`config.mk`:
```
export PLATFORM = sky130hd
export DESIGN_NAME = bl_pulse_acc
export DESIGN_NICKNAME = d
export VERILOG_FILES = /design/src/rtl/bl_pkg.sv /design/src/rtl/bl_layer_ctrl.sv /design/src/rtl/bl_acc_path.sv /design/src/rtl/bl_pulse_acc.sv
export SDC_FILE = /design/constraint.sdc
export NUM_CORES = 1
export LEC_CHECK = 0
export BUFFER_PORTS_ARGS = -buffer_cell sky130_fd_sc_hd__buf_2
export CAP_MARGIN = 20
export CORE_MARGIN = 10
export CORE_UTILIZATION = 35
export DETAILED_ROUTE_END_ITERATION = 16
export PLACE_DENSITY = 0.68
export RECOVER_POWER = 50
export SYNTH_ARGS = -nofsm -noshare
export SYNTH_HDL_FRONTEND = slang
export SYNTH_HIERARCHICAL = 1
export SYNTH_SLANG_ARGS = --single-unit
```
`constraint.sdc`:
```
create_clock -name clk -period 7.2 [get_ports clk]
set_clock_uncertainty 0.2 [all_clocks]
set_input_delay 1.08 -clock clk [delete_from_list [all_inputs] [get_ports clk]]
set_output_delay 1.08 -clock clk [all_outputs]
set_load 0.02 [all_outputs]
```
`src/rtl/bl_pkg.sv`:
```
package bl_pkg;

  // strobes from the layer control to the accumulator datapath
  typedef struct packed {
    logic clear;   // zero the accumulator
    logic accum;   // add or subtract the selected element
    logic negate;  // subtract instead of add
    logic dbl;     // double after the optional add (plane boundary)
  } acc_ctrl_t;

endpackage

```
`src/rtl/bl_layer_ctrl.sv`:
```
module bl_layer_ctrl
  import bl_pkg::*;
#(
  parameter int N      = 16,
  parameter int LAYERS = 8,
  parameter int RW     = (N > 1) ? $clog2(N) : 1,
  parameter int IW     = $clog2(N) + 1
) (
  input  logic          clk,
  input  logic          rst_n,
  input  logic          start,
  input  logic          entValid,
  input  logic [RW-1:0] entRun,
  input  logic          entNeg,
  input  logic          entEol,
  output acc_ctrl_t     ctrl,
  output logic [IW-1:0] selIdx,
  output logic          busy,
  output logic          done
);

  localparam int LW = (LAYERS > 1) ? $clog2(LAYERS) : 1;
  localparam logic [LW-1:0] TOP_LAYER = LW'(LAYERS - 1);
  localparam logic [IW-1:0] LAST_POS  = IW'(N - 1);

  logic          running;
  logic          doneQ;
  logic [LW-1:0] layerIdx;
  logic [IW-1:0] pos;

  logic          take;
  logic          pulse;
  logic          atLastPos;
  logic          layerEnd;
  logic          lastLayer;
  logic [IW-1:0] idx;

  always_comb begin
    take      = running & entValid;
    idx       = pos + IW'(entRun);
    pulse     = take & ~entEol;
    atLastPos = (idx == LAST_POS);
    layerEnd  = take & (entEol | atLastPos);
    lastLayer = (layerIdx == '0);

    ctrl.clear  = start & ~running;
    ctrl.accum  = pulse;
    ctrl.negate = entNeg;
    ctrl.dbl    = layerEnd & ~lastLayer;
  end

  always_ff @(posedge clk or negedge rst_n) begin
    if (!rst_n) begin
      running  <= 1'b0;
      doneQ    <= 1'b0;
      layerIdx <= '0;
      pos      <= '0;
    end else begin
      doneQ <= 1'b0;
      if (start && !running) begin
        running  <= 1'b1;
        layerIdx <= TOP_LAYER;
        pos      <= '0;
      end else if (take) begin
        if (layerEnd) begin
          pos <= '0;
          if (lastLayer) begin
            running <= 1'b0;
            doneQ   <= 1'b1;
          end else begin
            layerIdx <= layerIdx - 1'b1;
          end
        end else begin
          pos <= idx + 1'b1;
        end
      end
    end
  end

  assign selIdx = idx;
  assign busy   = running;
  assign done   = doneQ;

endmodule

```
`src/rtl/bl_acc_path.sv`:
```
module bl_acc_path
  import bl_pkg::*;
#(
  parameter int N  = 16,
  parameter int XW = 8,
  parameter int AW = 32,
  parameter int IW = $clog2(N) + 1
) (
  input  logic                 clk,
  input  logic                 rst_n,
  input  logic [N*XW-1:0]      xVec,
  input  acc_ctrl_t            ctrl,
  input  logic [IW-1:0]        selIdx,
  output logic signed [AW-1:0] acc
);

  logic signed [XW-1:0] xArr [N];
  logic signed [XW-1:0] xSel;
  logic signed [AW-1:0] xExt;
  logic signed [AW-1:0] sum;
  logic signed [AW-1:0] accNext;

  for (genvar k = 0; k < N; k++) begin : g_unpack
    assign xArr[k] = xVec[k*XW +: XW];
  end

  // an index past N-1 selects zero
  always_comb begin
    xSel = '0;
    for (int k = 0; k < N; k++) begin
      if (selIdx == IW'(k)) xSel = xArr[k];
    end
    xExt = AW'(xSel);
  end

  always_comb begin
    sum = acc;
    if (ctrl.accum) sum = ctrl.negate ? (acc - xExt) : (acc + xExt);
    accNext = ctrl.dbl ? (sum <<< 1) : sum;
    if (ctrl.clear) accNext = '0;
  end

  always_ff @(posedge clk or negedge rst_n) begin
    if (!rst_n) acc <= '0;
    else        acc <= accNext;
  end

endmodule

```
`src/rtl/bl_pulse_acc.sv`:
```
module bl_pulse_acc
  import bl_pkg::*;
#(
  parameter int N      = 16,
  parameter int LAYERS = 8,
  parameter int XW     = 8,
  localparam int RW    = (N > 1) ? $clog2(N) : 1,
  localparam int IW    = $clog2(N) + 1,
  localparam int AW    = XW + LAYERS + $clog2(N) + 1
) (
  input  logic                 clk,
  input  logic                 rst_n,
  input  logic                 start,
  input  logic [N*XW-1:0]      xVec,
  input  logic                 entValid,
  input  logic [RW-1:0]        entRun,
  input  logic                 entNeg,
  input  logic                 entEol,
  output logic                 entReady,
  output logic                 busy,
  output logic                 done,
  output logic signed [AW-1:0] result
);

  acc_ctrl_t     ctrl;
  logic [IW-1:0] selIdx;

  bl_layer_ctrl #(.N(N), .LAYERS(LAYERS), .RW(RW), .IW(IW)) u_ctrl (
    .clk      (clk),
    .rst_n    (rst_n),
    .start    (start),
    .entValid (entValid),
    .entRun   (entRun),
    .entNeg   (entNeg),
    .entEol   (entEol),
    .ctrl     (ctrl),
    .selIdx   (selIdx),
    .busy     (busy),
    .done     (done)
  );

  bl_acc_path #(.N(N), .XW(XW), .AW(AW), .IW(IW)) u_path (
    .clk    (clk),
    .rst_n  (rst_n),
    .xVec   (xVec),
    .ctrl   (ctrl),
    .selIdx (selIdx),
    .acc    (result)
  );

  assign entReady = busy;

endmodule

```
==> out/qor.csv, run 1 <==
stage,metric,value,unit
synthesis,post-synthesis cell area,4490,sq um
timing,f_max,150,MHz
drt,drt first pass iters,5,
layout,Area Growth Syn to Fin,24.8,%
place,post-placement cell area,5450,sq um
place,# port buffers,161,
worst_setup_path,CP startpoint kind,input port,
worst_setup_path,CP Data Required Time,7.17,ns
layout,final net count,875,
clock_tree,CTS Root Cell,clkbuf_16,
global_route,vias in the first global route,4732,
worst_setup_path,Crit path max-delay family,compound AO/OA/AOI/OAI gates,
clock_tree,clk slew on worst S/H paths,0.05,ns
layout,Filler Cells Inserted,1260,
worst_setup_path,CP max stage delay,0.50,ns
floorplanning,die area,17800,sq um
global_route,GR Layer Usage met2,0.293,
drt,final wirelength,16.3,mm
clock_tree,worst-case clock buffer depth,2,
clock_tree,clock latency at the later pin of the worst-skew pair,0.28,ns
synthesis,"EDFF count, synth",0,
timing,Pins Over Slew Limit,32,
worst_setup_path,Reg2Reg Depth,25,
global_route,antenna violations before repair,0,
timing,setup ws final,0.525,ns
global_route,met3 Use GR,0.0383,
worst_setup_path,largest fanout on the critical path,9,
synthesis,Yosys cell types,81,
timing,Slew HR,-0.157,
worst_setup_path,kind of critical path,in -> reg,
worst_setup_path,"Buf+Inv Stages, Crit Path",2,
worst_setup_path,critical path arrival,6.65,ns
clock_tree,postcts setup bufs,0,
clock_tree,# resized after CTS,0,
layout,Register Area,776,sq um
floorplanning,Die Wd,133,um
layout,fin cells,877,
worst_setup_path,Reg2Reg Setup Slack,1.04,ns
synthesis,most common flop cell mapped by yosys,dfrtp_1,
floorplanning,core area,12600,sq um
clock_tree,CTS tree,done,
worst_hold_path,hold path depth,2,
timing,RSZ-0062 raised after global routing,false,
worst_setup_path,R2R Path End,u_path/acc[12],
timing,fin crit share,0.927,
synthesis,synthesis-stage register bit count,31,
synthesis,sequential share of the synthesized area,0.173,
timing,# setup viols final,0,
floorplanning,IO Count,162,
clock_tree,"Hold-fix buffers, CTS",0,
clock_tree,# H-tree levels,2,
global_route,global-route usage over all layers,0.172,
timing,Setup TNS,0,ns
status,status,finished with violations,
global_route,pin count of the biggest net entering global routing,37,
global_route,global routing's busiest layer,met2,
synthesis,Synth Net Count,725,
flow_run,max cap viols,1,
clock_tree,CTS Buf Count,5,
drt,DR iter-0 viols,375,
layout,multi-input logic area,3430,sq um
place,Setup WS pre-CTS,0.0770,ns
global_route,global-route wire length before repair,25.4,mm
drt,DRC viols,0,
worst_setup_path,Critical Path End Type,flip-flop,
worst_setup_path,CP max stage cell,or3b_1,
timing,Period minus WS final,6.67,ns
worst_setup_path,Crit path top cell by count,a21oi_1,
timing,Hold Fails Final Rpt,0,
layout,antenna diode count,0,
worst_hold_path,hold path startpoint,u_ctrl/pos[0],
worst_hold_path,Hold WC Path Type,reg -> reg,
drt,WL per Instance,18.5,um
clock_tree,Sink Count,31,
synthesis,asr flop ratio synth,1.00,
timing,Least-Margin Pin Slew,1.74,ns
floorplanning,Die Ht,133,um
drt,Routed Antenna Nets,0,
synthesis,Syn. warnings,6,
status,failing checks,"capacitance limit, slew limit",
place,hpwl dp,13.2,mm
drt,routed via count,4897,
worst_hold_path,hold endpoint,u_ctrl/pos[0],
place,DP Cell Count,869,
layout,post-layout instance area,5600,sq um
floorplanning,Initial Util,0.357,
drt,drt via density,5.58,
synthesis,Cells after Synth,554,
place,gp weighted congestion,0.959,
global_route,GRT overflow,0,
layout,layout cells sized above 1,0.288,
worst_setup_path,reg2reg start,u_ctrl/pos[0],
floorplanning,Row Count,41,
global_route,M1 GR Usage,0.215,
synthesis,syn avg cell area,8.10,sq um
==> cells in the mapped netlist, types with 4 or more instances <==
master,count,area (sq um)
a21oi_1,43,215
nand3b_1,4,30.0
nor3_1,19,95.1
o21ai_0,26,130
mux2_2,5,56.3
buf_2,4,20.0
nand3_1,13,65.1
dfrtp_1,31,776
a211oi_1,29,218
or3_1,8,50.1
buf_4,14,105
mux2i_1,34,340
a2111oi_0,5,43.8
ha_1,31,388
a21o_1,5,37.5
nand2b_1,10,62.6
o21a_1,7,52.6
nor2b_1,16,100
inv_1,21,78.8
xnor2_1,13,114
nor2_1,50,188
nand2_1,35,131
mux4_2,6,135
and2_1,8,50.1
o221ai_1,4,35.0
o211ai_1,5,37.5
buf_6,4,45.0
clkbuf_1,11,41.3
a31oi_1,7,43.8
nor4_1,4,25.0
xor2_1,6,52.6
==> worst max-delay path by stage <==
| stage | from | to | slack, ns | cells past startpoint |
|---|---|---|---|---|
| after floorplan | entRun[0] | u_path/acc[20] | 0.86 | 23 |
| after global placement | entRun[0] | u_path/acc[11] | 0.17 | 25 |
| after detailed placement | entRun[0] | u_path/acc[12] | 0.08 | 25 |
| after CTS | entRun[0] | u_path/acc[12] | 0.35 | 25 |
| after global routing | entRun[0] | u_path/acc[11] | 0.02 | 26 |
| final | entRun[0] | u_path/acc[12] | 0.53 | 26 |
==> cells by family (layout without fill, tap and decap cells) <==
kind of cell             after synthesis  in the layout  share of synthesized area
adder cells (fa/ha/maj)               33             33                     0.0953
AND/OR/NAND/NOR                      188            188                      0.216
flip-flops                            31             31                      0.173
multiplexers                          46             46                      0.121
AO/OA/AOI/OAI                        177            177                      0.279
XOR/XNOR                              21             21                     0.0460
buffers and inverters                 58            209                     0.0705
==> cell type report <==
class / count / area share
Inverter: 23 / 0.0154
Timing Repair Buffer: 178 / 0.168
Multi-Input combinational cell: 465 / 0.612
Clock buffer: 8 / 0.0279
Sequential cell: 31 / 0.138
Tap cell: 172 / 0.0384
==> per-layer routing <==
metal	share of wire	vias up
li1	-	2405
met1	0.43	2274
met2	0.47	199
met3	0.078	19
met4	0.017	0
met5	0	-
==> worst min-delay path, cell delays in order, from the launching register on <==
cell and delay [ns]:
dfrtp_1 0.36, nand2_1 0.05, o21ai_0 0.06
==> registers in the layout, indices dropped and copies added (netlist names) <==
name             cells
u_path/acc          21
u_ctrl/pos           5
u_ctrl/busy          1
u_ctrl/layerIdx      3
u_ctrl/done          1
==> placed cells by master (no fill, tap or decap), types with 4 or more instances in the layout <==
master     count
a21o_1         5
o221ai_1       4
nand3b_1       4
ha_1          30
o211ai_1       5
clkbuf_1      14
clkbuf_16      5
a31oi_1        7
dfrtp_1       31
xor2_1         6
o21ai_0       26
mux2_2         5
and2_1         8
a211oi_1      28
nor2_1        49
buf_4         15
nor2b_1       16
nor3_1        19
nand3_1       13
a2111oi_0      4
inv_1         21
a21oi_1       43
buf_2        148
mux4_2         6
or3_1          8
o21a_1         7
mux2i_1       34
xnor2_1       13
nand2_1       35
nand2b_1      10
nor4_1         4
==> stage by stage <==
step	utilization	hold slack, ns
2_1_floorplan	-	0.254
3_3_place_gp	0.434	0.295
3_5_place_dp	0.434	0.297
4_1_cts	0.446	0.309
5_1_grt	0.446	0.329
6_report	0.446	0.305
Power of run 1 is left out: the tool's default activity adds up to more than one toggle a clock period on the data nets, which glitch-free logic cannot reach.
==> run 2, diff against run 1 <==
==> constraint.sdc (replaced) <==
create_clock -name clk -period 8 [get_ports clk]
set_clock_uncertainty 0.2 [all_clocks]
set_input_delay 1.2 -clock clk [delete_from_list [all_inputs] [get_ports clk]]
set_output_delay 1.2 -clock clk [all_outputs]
set_load 0.02 [all_outputs]
==> run 2 against run 1 <==
Against the previous run:
- the run still ends with capacitance limit, slew limit left
- cell count down 0.80%
- routed wire length down 0.12%
- die area unchanged
- first-iteration DRC count up 4.3%
- critical endpoint is now u_path/acc[20]
==> out/qor.csv, run 2 (synthesized netlist as in run 1, its figures left out) <==
stage,metric,value,unit,change
status,status,finished with violations,,
status,failing checks,"capacitance limit, slew limit",,
layout,max FFs per register,21,,unchanged
clock_tree,clock latency at the later pin of the worst-skew pair,0.28,ns,about the same
layout,multi-input logic area,3420,sq um,-0.33%
place,hpwl dp,13.0,mm,-1.1%
worst_setup_path,kind of critical path,in -> reg,,
clock_tree,# resized after CTS,0,,unchanged
worst_setup_path,CP max stage delay,0.80,ns,+0.30 ns
floorplanning,die area,17800,sq um,unchanged
floorplanning,core area,12600,sq um,unchanged
floorplanning,Die Ht,133,um,unchanged
drt,DRC viols,0,,unchanged
worst_setup_path,Crit path top cell by count,a21o_1,,
clock_tree,postcts setup bufs,0,,unchanged
global_route,GRT overflow,0,,unchanged
clock_tree,CTS Buf Count,5,,unchanged
worst_setup_path,"Buf+Inv Stages, Crit Path",1,,-1
worst_setup_path,critical path arrival,6.90,ns,+0.25 ns
timing,Setup TNS,0,ns,unchanged
drt,Routed Antenna Nets,0,,unchanged
global_route,antenna violations before repair,0,,unchanged
floorplanning,Die Wd,133,um,unchanged
timing,Slew HR,-0.178,,-0.0203
layout,antenna diode count,0,,unchanged
clock_tree,CTS Root Cell,clkbuf_16,,
timing,RSZ-0062 raised after global routing,false,,
drt,WL per Instance,18.7,um,+0.68%
clock_tree,Sink Count,31,,unchanged
worst_setup_path,largest fanout on the critical path,12,,+3
worst_setup_path,CP Cell Sequence,buf_2 -> ha_2 -> fa_2 -> a21o_2 -> a21oi_1 -> xnor2_1 -> nor3b_1 -> a21o_1 -> a2111oi_4 -> o2bb2ai_2 -> and4bb_1 -> a311o_1 -> and2_1 -> ha_1 -> o21ai_0 -> nand2b_1 -> o2111ai_1 -> a21o_1 -> a211oi_1 -> nor3_1 -> o311a_1 -> o311ai_0 -> o211ai_2,,
worst_setup_path,CP startpoint kind,input port,,
layout,Register Area,776,sq um,unchanged
worst_setup_path,Critical Path End Type,flip-flop,,
drt,drt first pass iters,6,,+1
floorplanning,Row Count,41,,unchanged
timing,# setup viols final,0,,unchanged
clock_tree,clk slew on worst S/H paths,0.05,ns,about the same
worst_setup_path,Reg2Reg Setup Slack,1.66,ns,+0.62 ns
clock_tree,CTS tree,done,,
worst_hold_path,Hold WC Path Type,reg -> reg,,
layout,layout cells sized above 1,0.279,,-0.00857
timing,fin crit share,0.870,,
floorplanning,Initial Util,0.357,,unchanged
place,gp weighted congestion,0.899,,-6.2%
layout,final net count,869,,-0.69%
timing,f_max,144,MHz,
layout,Area Growth Syn to Fin,22.7,%,
timing,Hold Fails Final Rpt,0,,unchanged
drt,final wirelength,16.2,mm,-0.12%
clock_tree,"Hold-fix buffers, CTS",0,,unchanged
global_route,global-route usage over all layers,0.174,,+0.00168
flow_run,max cap viols,1,,unchanged
drt,drt via density,5.60,,+0.21%
worst_setup_path,CP max stage cell,xnor2_1,,
global_route,vias in the first global route,4851,,+2.5%
place,# port buffers,161,,unchanged
worst_setup_path,CP Data Required Time,7.94,ns,+0.77 ns
floorplanning,IO Count,162,,unchanged
global_route,global-route wire length before repair,25.6,mm,+0.63%
worst_setup_path,Crit path max-delay family,compound AO/OA/AOI/OAI gates,,
timing,Least-Margin Pin Slew,1.77,ns,+0.0305 ns
layout,top flop regs,"u_path/acc (21), u_ctrl/pos (5), u_ctrl/layerIdx (3)",,
drt,DR iter-0 viols,391,,+4.3%
global_route,pin count of the biggest net entering global routing,37,,unchanged
clock_tree,# H-tree levels,2,,unchanged
timing,Pins Over Slew Limit,32,,unchanged
clock_tree,worst-case clock buffer depth,2,,unchanged
layout,Filler Cells Inserted,1285,,+2.0%
timing,Period minus WS final,6.96,ns,
layout,Top reg by flops,u_path/acc,,
drt,routed via count,4868,,-0.59%
layout,most frequent cells in the layout,"148 x buf_2, 49 x nor2_1, 43 x a21oi_1",,
layout,"most common cell after layout, fill and taps aside",buf_2,,
-- run 2: routing by layer --
| layer | global-route usage | up-vias | share of wire |
|---|---|---|---|
| met5 | 0 | - | 0 |
| met4 | 0.0538 | 0 | 0.022 |
| met3 | 0.0436 | 27 | 0.092 |
| met2 | 0.292 | 210 | 0.47 |
| met1 | 0.213 | 2240 | 0.42 |
| li1 | - | 2391 | - |
-- run 2: metrics by stage --
| step | instance area, sq um | utilization | setup WS [ns] | hold WS [ns] | std cells |
|---|---|---|---|---|---|
| 2_1_floorplan | 4490 | - | 1.54 | 0.254 | 554 |
| 3_3_place_gp | 5380 | 0.428 | 0.889 | 0.286 | 863 |
| 3_5_place_dp | 5380 | 0.428 | 0.816 | 0.299 | 863 |
| 4_1_cts | 5530 | 0.440 | 1.10 | 0.311 | 870 |
| 5_1_grt | 5510 | 0.438 | 0.400 | 0.362 | 870 |
| 6_report | 5510 | 0.438 | 1.04 | 0.309 | 870 |
-- run 2: worst reg2reg max path, stage by stage, from the launching register on --
cell	delay (ns)
dfrtp_1	0.37
ha_2	0.20
fa_2	0.26
a21o_2	0.13
a21oi_1	0.07
xnor2_1	0.80
nor3b_1	0.23
a21o_1	0.25
a2111oi_4	0.31
o2bb2ai_2	0.18
and4bb_1	0.28
a311o_1	0.44
and2_1	0.19
ha_1	0.30
o21ai_0	0.09
nand2b_1	0.14
o2111ai_1	0.12
a21o_1	0.21
a211oi_1	0.37
nor3_1	0.13
o311a_1	0.39
o311ai_0	0.40
o211ai_2	0.14
-- run 2: worst paths after layout --
check	start	end	depth (start not counted)
max	entRun[0]	u_path/acc[20]	23
min	u_ctrl/pos[4]	u_ctrl/pos[4]	2
max reg2reg	u_ctrl/pos[0]	u_path/acc[20]	22
min reg2reg	u_ctrl/pos[4]	u_ctrl/pos[4]	2
max in group asynchronous	rst_n	u_ctrl/done	1
min in group asynchronous	rst_n	u_path/acc[11]	1
-- run 2: area by class of cell --
class                           count  area share
Multi-Input combinational cell    465       0.620
Timing Repair Buffer              172       0.158
Sequential cell                    31       0.141
Tap cell                          172      0.0391
Clock buffer                        6      0.0252
Inverter                           23      0.0157
Clock inverter                      1    0.000908
Power of run 2 is left out for the same reason.
==> run 3, diff against run 2 <==
--- a/config.mk
+++ b/config.mk
@@ -12,6 +12,7 @@
 export DETAILED_ROUTE_END_ITERATION = 16
 export PLACE_DENSITY = 0.68
 export RECOVER_POWER = 50
+export REMOVE_ABC_BUFFERS = 1
 export SYNTH_ARGS = -nofsm -noshare
 export SYNTH_HDL_FRONTEND = slang
 export SYNTH_HIERARCHICAL = 1
==> run 3 against run 2 <==
Against the previous run:
- the flow still finishes with violations (capacitance limit, slew limit)
- core utilization is 0.16 points higher
- worst setup slack worse by 0.23 ns
- first-iteration DRC count is 31% lower
- global-route usage is 0.63 points lower
- count of clock-buffer cells in the layout is 2 higher
- worst hold slack worse by 0.0015 ns
- critical path depth stayed put
- highest routed layer unchanged
==> out/qor.csv, run 3 (synthesized netlist as in run 1, its figures left out) <==
stage,metric,value,unit,change
status,status,finished with violations,,
status,failing checks,"capacitance limit, slew limit",,
global_route,antenna violations before repair,1,,+1
worst_setup_path,reg2reg start,u_ctrl/pos[2],,
layout,layout cells sized above 1,0.278,,-0.00143
layout,most frequent cells in the layout,"148 x buf_2, 49 x nor2_1, 43 x a21oi_1",,
worst_setup_path,CP Data Required Time,7.94,ns,about the same
layout,top flop regs,"u_path/acc (21), u_ctrl/pos (5), u_ctrl/layerIdx (3)",,
worst_hold_path,hold path depth,2,,unchanged
layout,final net count,868,,-0.12%
clock_tree,"Hold-fix buffers, CTS",0,,unchanged
clock_tree,CTS Buf Count,5,,unchanged
timing,Hold Fails Final Rpt,0,,unchanged
global_route,pin count of the biggest net entering global routing,38,,+2.7%
place,gp weighted congestion,0.921,,+2.4%
drt,final wirelength,15.5,mm,-4.5%
global_route,GRT overflow,0,,unchanged
worst_hold_path,hold endpoint,u_ctrl/pos[2],,
clock_tree,CTS Root Cell,clkbuf_16,,
floorplanning,Row Count,41,,unchanged
floorplanning,IO Count,162,,unchanged
floorplanning,Initial Util,0.357,,unchanged
clock_tree,postcts setup bufs,0,,unchanged
clock_tree,clk slew on worst S/H paths,0.05,ns,about the same
worst_setup_path,kind of critical path,in -> reg,,
worst_setup_path,Reg2Reg Depth,22,,unchanged
drt,Routed Antenna Nets,0,,unchanged
timing,Least-Margin Pin Slew,1.73,ns,-0.0343 ns
global_route,global-route usage over all layers,0.168,,-0.00633
layout,Filler Cells Inserted,1297,,+0.93%
worst_setup_path,R2R Path End,u_path/acc[20],,
clock_tree,clock latency at the later pin of the worst-skew pair,0.27,ns,about the same
floorplanning,Die Wd,133,um,unchanged
drt,routed via count,4793,,-1.5%
worst_hold_path,Hold WC Path Type,reg -> reg,,
worst_setup_path,Reg2Reg Setup Slack,1.44,ns,-0.22 ns
worst_hold_path,hold path startpoint,u_ctrl/pos[2],,
worst_setup_path,Critical Path End Type,flip-flop,,
place,# port buffers,161,,unchanged
worst_setup_path,CP startpoint kind,input port,,
floorplanning,die area,17800,sq um,unchanged
clock_tree,Sink Count,31,,unchanged
drt,WL per Instance,17.8,um,-4.6%
layout,Area Growth Syn to Fin,23.2,%,
drt,DR iter-0 viols,270,,-31%
place,hpwl dp,12.7,mm,-2.5%
clock_tree,worst-case clock buffer depth,2,,unchanged
worst_setup_path,largest fanout on the critical path,8,,-4
timing,f_max,139,MHz,-3.2%
timing,Pins Over Slew Limit,32,,unchanged
timing,Period minus WS final,7.19,ns,+0.230 ns
timing,# setup viols final,0,,unchanged
floorplanning,Die Ht,133,um,unchanged
layout,max FFs per register,21,,unchanged
layout,fin util,0.440,,+0.00159
layout,Top reg by flops,u_path/acc,,
clock_tree,# H-tree levels,2,,unchanged
flow_run,max cap viols,1,,unchanged
drt,drt first pass iters,5,,-1
layout,"most common cell after layout, fill and taps aside",buf_2,,
timing,Setup TNS,0,ns,unchanged
timing,Slew HR,-0.155,,+0.0229
timing,fin crit share,0.899,,+0.0288
timing,RSZ-0062 raised after global routing,false,,
worst_setup_path,critical path arrival,7.13,ns,+0.23 ns
floorplanning,core area,12600,sq um,unchanged
drt,drt via density,5.50,,-1.7%
clock_tree,CTS tree,done,,
global_route,vias in the first global route,4786,,-1.3%
clock_tree,# resized after CTS,0,,unchanged
global_route,global-route wire length before repair,24.8,mm,-2.9%
drt,DRC viols,0,,unchanged
-- run 3: cell count changes in the layout (fill, tap and decap cells not counted) --
cell      before  now
buf_12         0    1
buf_4         11    9
clkbuf_1      13   14
clkbuf_8       1    2
clkinv_2       1    0
diode_2        0    1
-- run 3: through the flow --
| step | hold WS (ns) | std cells | cell area [sq um] | setup slack (ns) |
|---|---|---|---|---|
| floorplan | 0.254 | 519 | 4260 | 0.403 |
| global placement | 0.290 | 862 | 5390 | 0.741 |
| detailed placement | 0.293 | 862 | 5390 | 0.653 |
| CTS | 0.307 | 870 | 5540 | 0.927 |
| global route | 0.330 | 871 | 5530 | 0.401 |
| finish | 0.308 | 871 | 5530 | 0.810 |
-- run 3: routing by layer --
layer | vias to the layer above | wire length, um | global-route usage
li1 | 2384 | - | -
met1 | 2276 | 7000 | 0.218
met2 | 127 | 7690 | 0.290
met3 | 6 | 717 | 0.0237
met4 | 0 | 119 | 0.0290
met5 | - | 0 | 0
-- run 3: layout make-up --
type,count,area (sq um),share of cell area
diodes,1,2.50,0.000453
clock buffers,8,156,0.0283
multi-input cells,465,3420,0.618
repair buffers,171,877,0.159
inverters,23,86.3,0.0156
flip-flops and latches,31,776,0.140
well taps,172,215,0.0389
-- run 3: worst max path at each step --
stage | start | endpoint | slack (ns) | depth (start not counted)
after global routing | entRun[0] | u_path/acc[20] | 0.40 | 21
after detailed placement | entRun[2] | u_path/acc[20] | 0.65 | 23
after global placement | entRun[2] | u_path/acc[20] | 0.74 | 23
after CTS | entRun[2] | u_path/acc[20] | 0.93 | 23
final | entRun[2] | u_path/acc[20] | 0.81 | 23
after floorplan | entRun[0] | u_path/acc[20] | 0.40 | 19
-- run 3: worst max-delay path, cell delays in order --
cell and delay, ns:
buf_2 0.10, ha_1 0.41, a21oi_1 0.16, xnor2_1 0.57, buf_4 0.27, nor3b_1 0.55
o311ai_0 0.25, o211ai_1 0.17, a21oi_1 0.10, o22a_1 0.26, ha_1 0.25, a311o_1 0.36
and2_1 0.20, ha_1 0.31, o21ai_0 0.10, nand2b_1 0.15, o2111ai_1 0.12, a21o_1 0.20
a211oi_1 0.37, nor3_1 0.12, o311a_1 0.38, o311ai_0 0.39, o211ai_2 0.14
Power of run 3 is left out for the same reason.
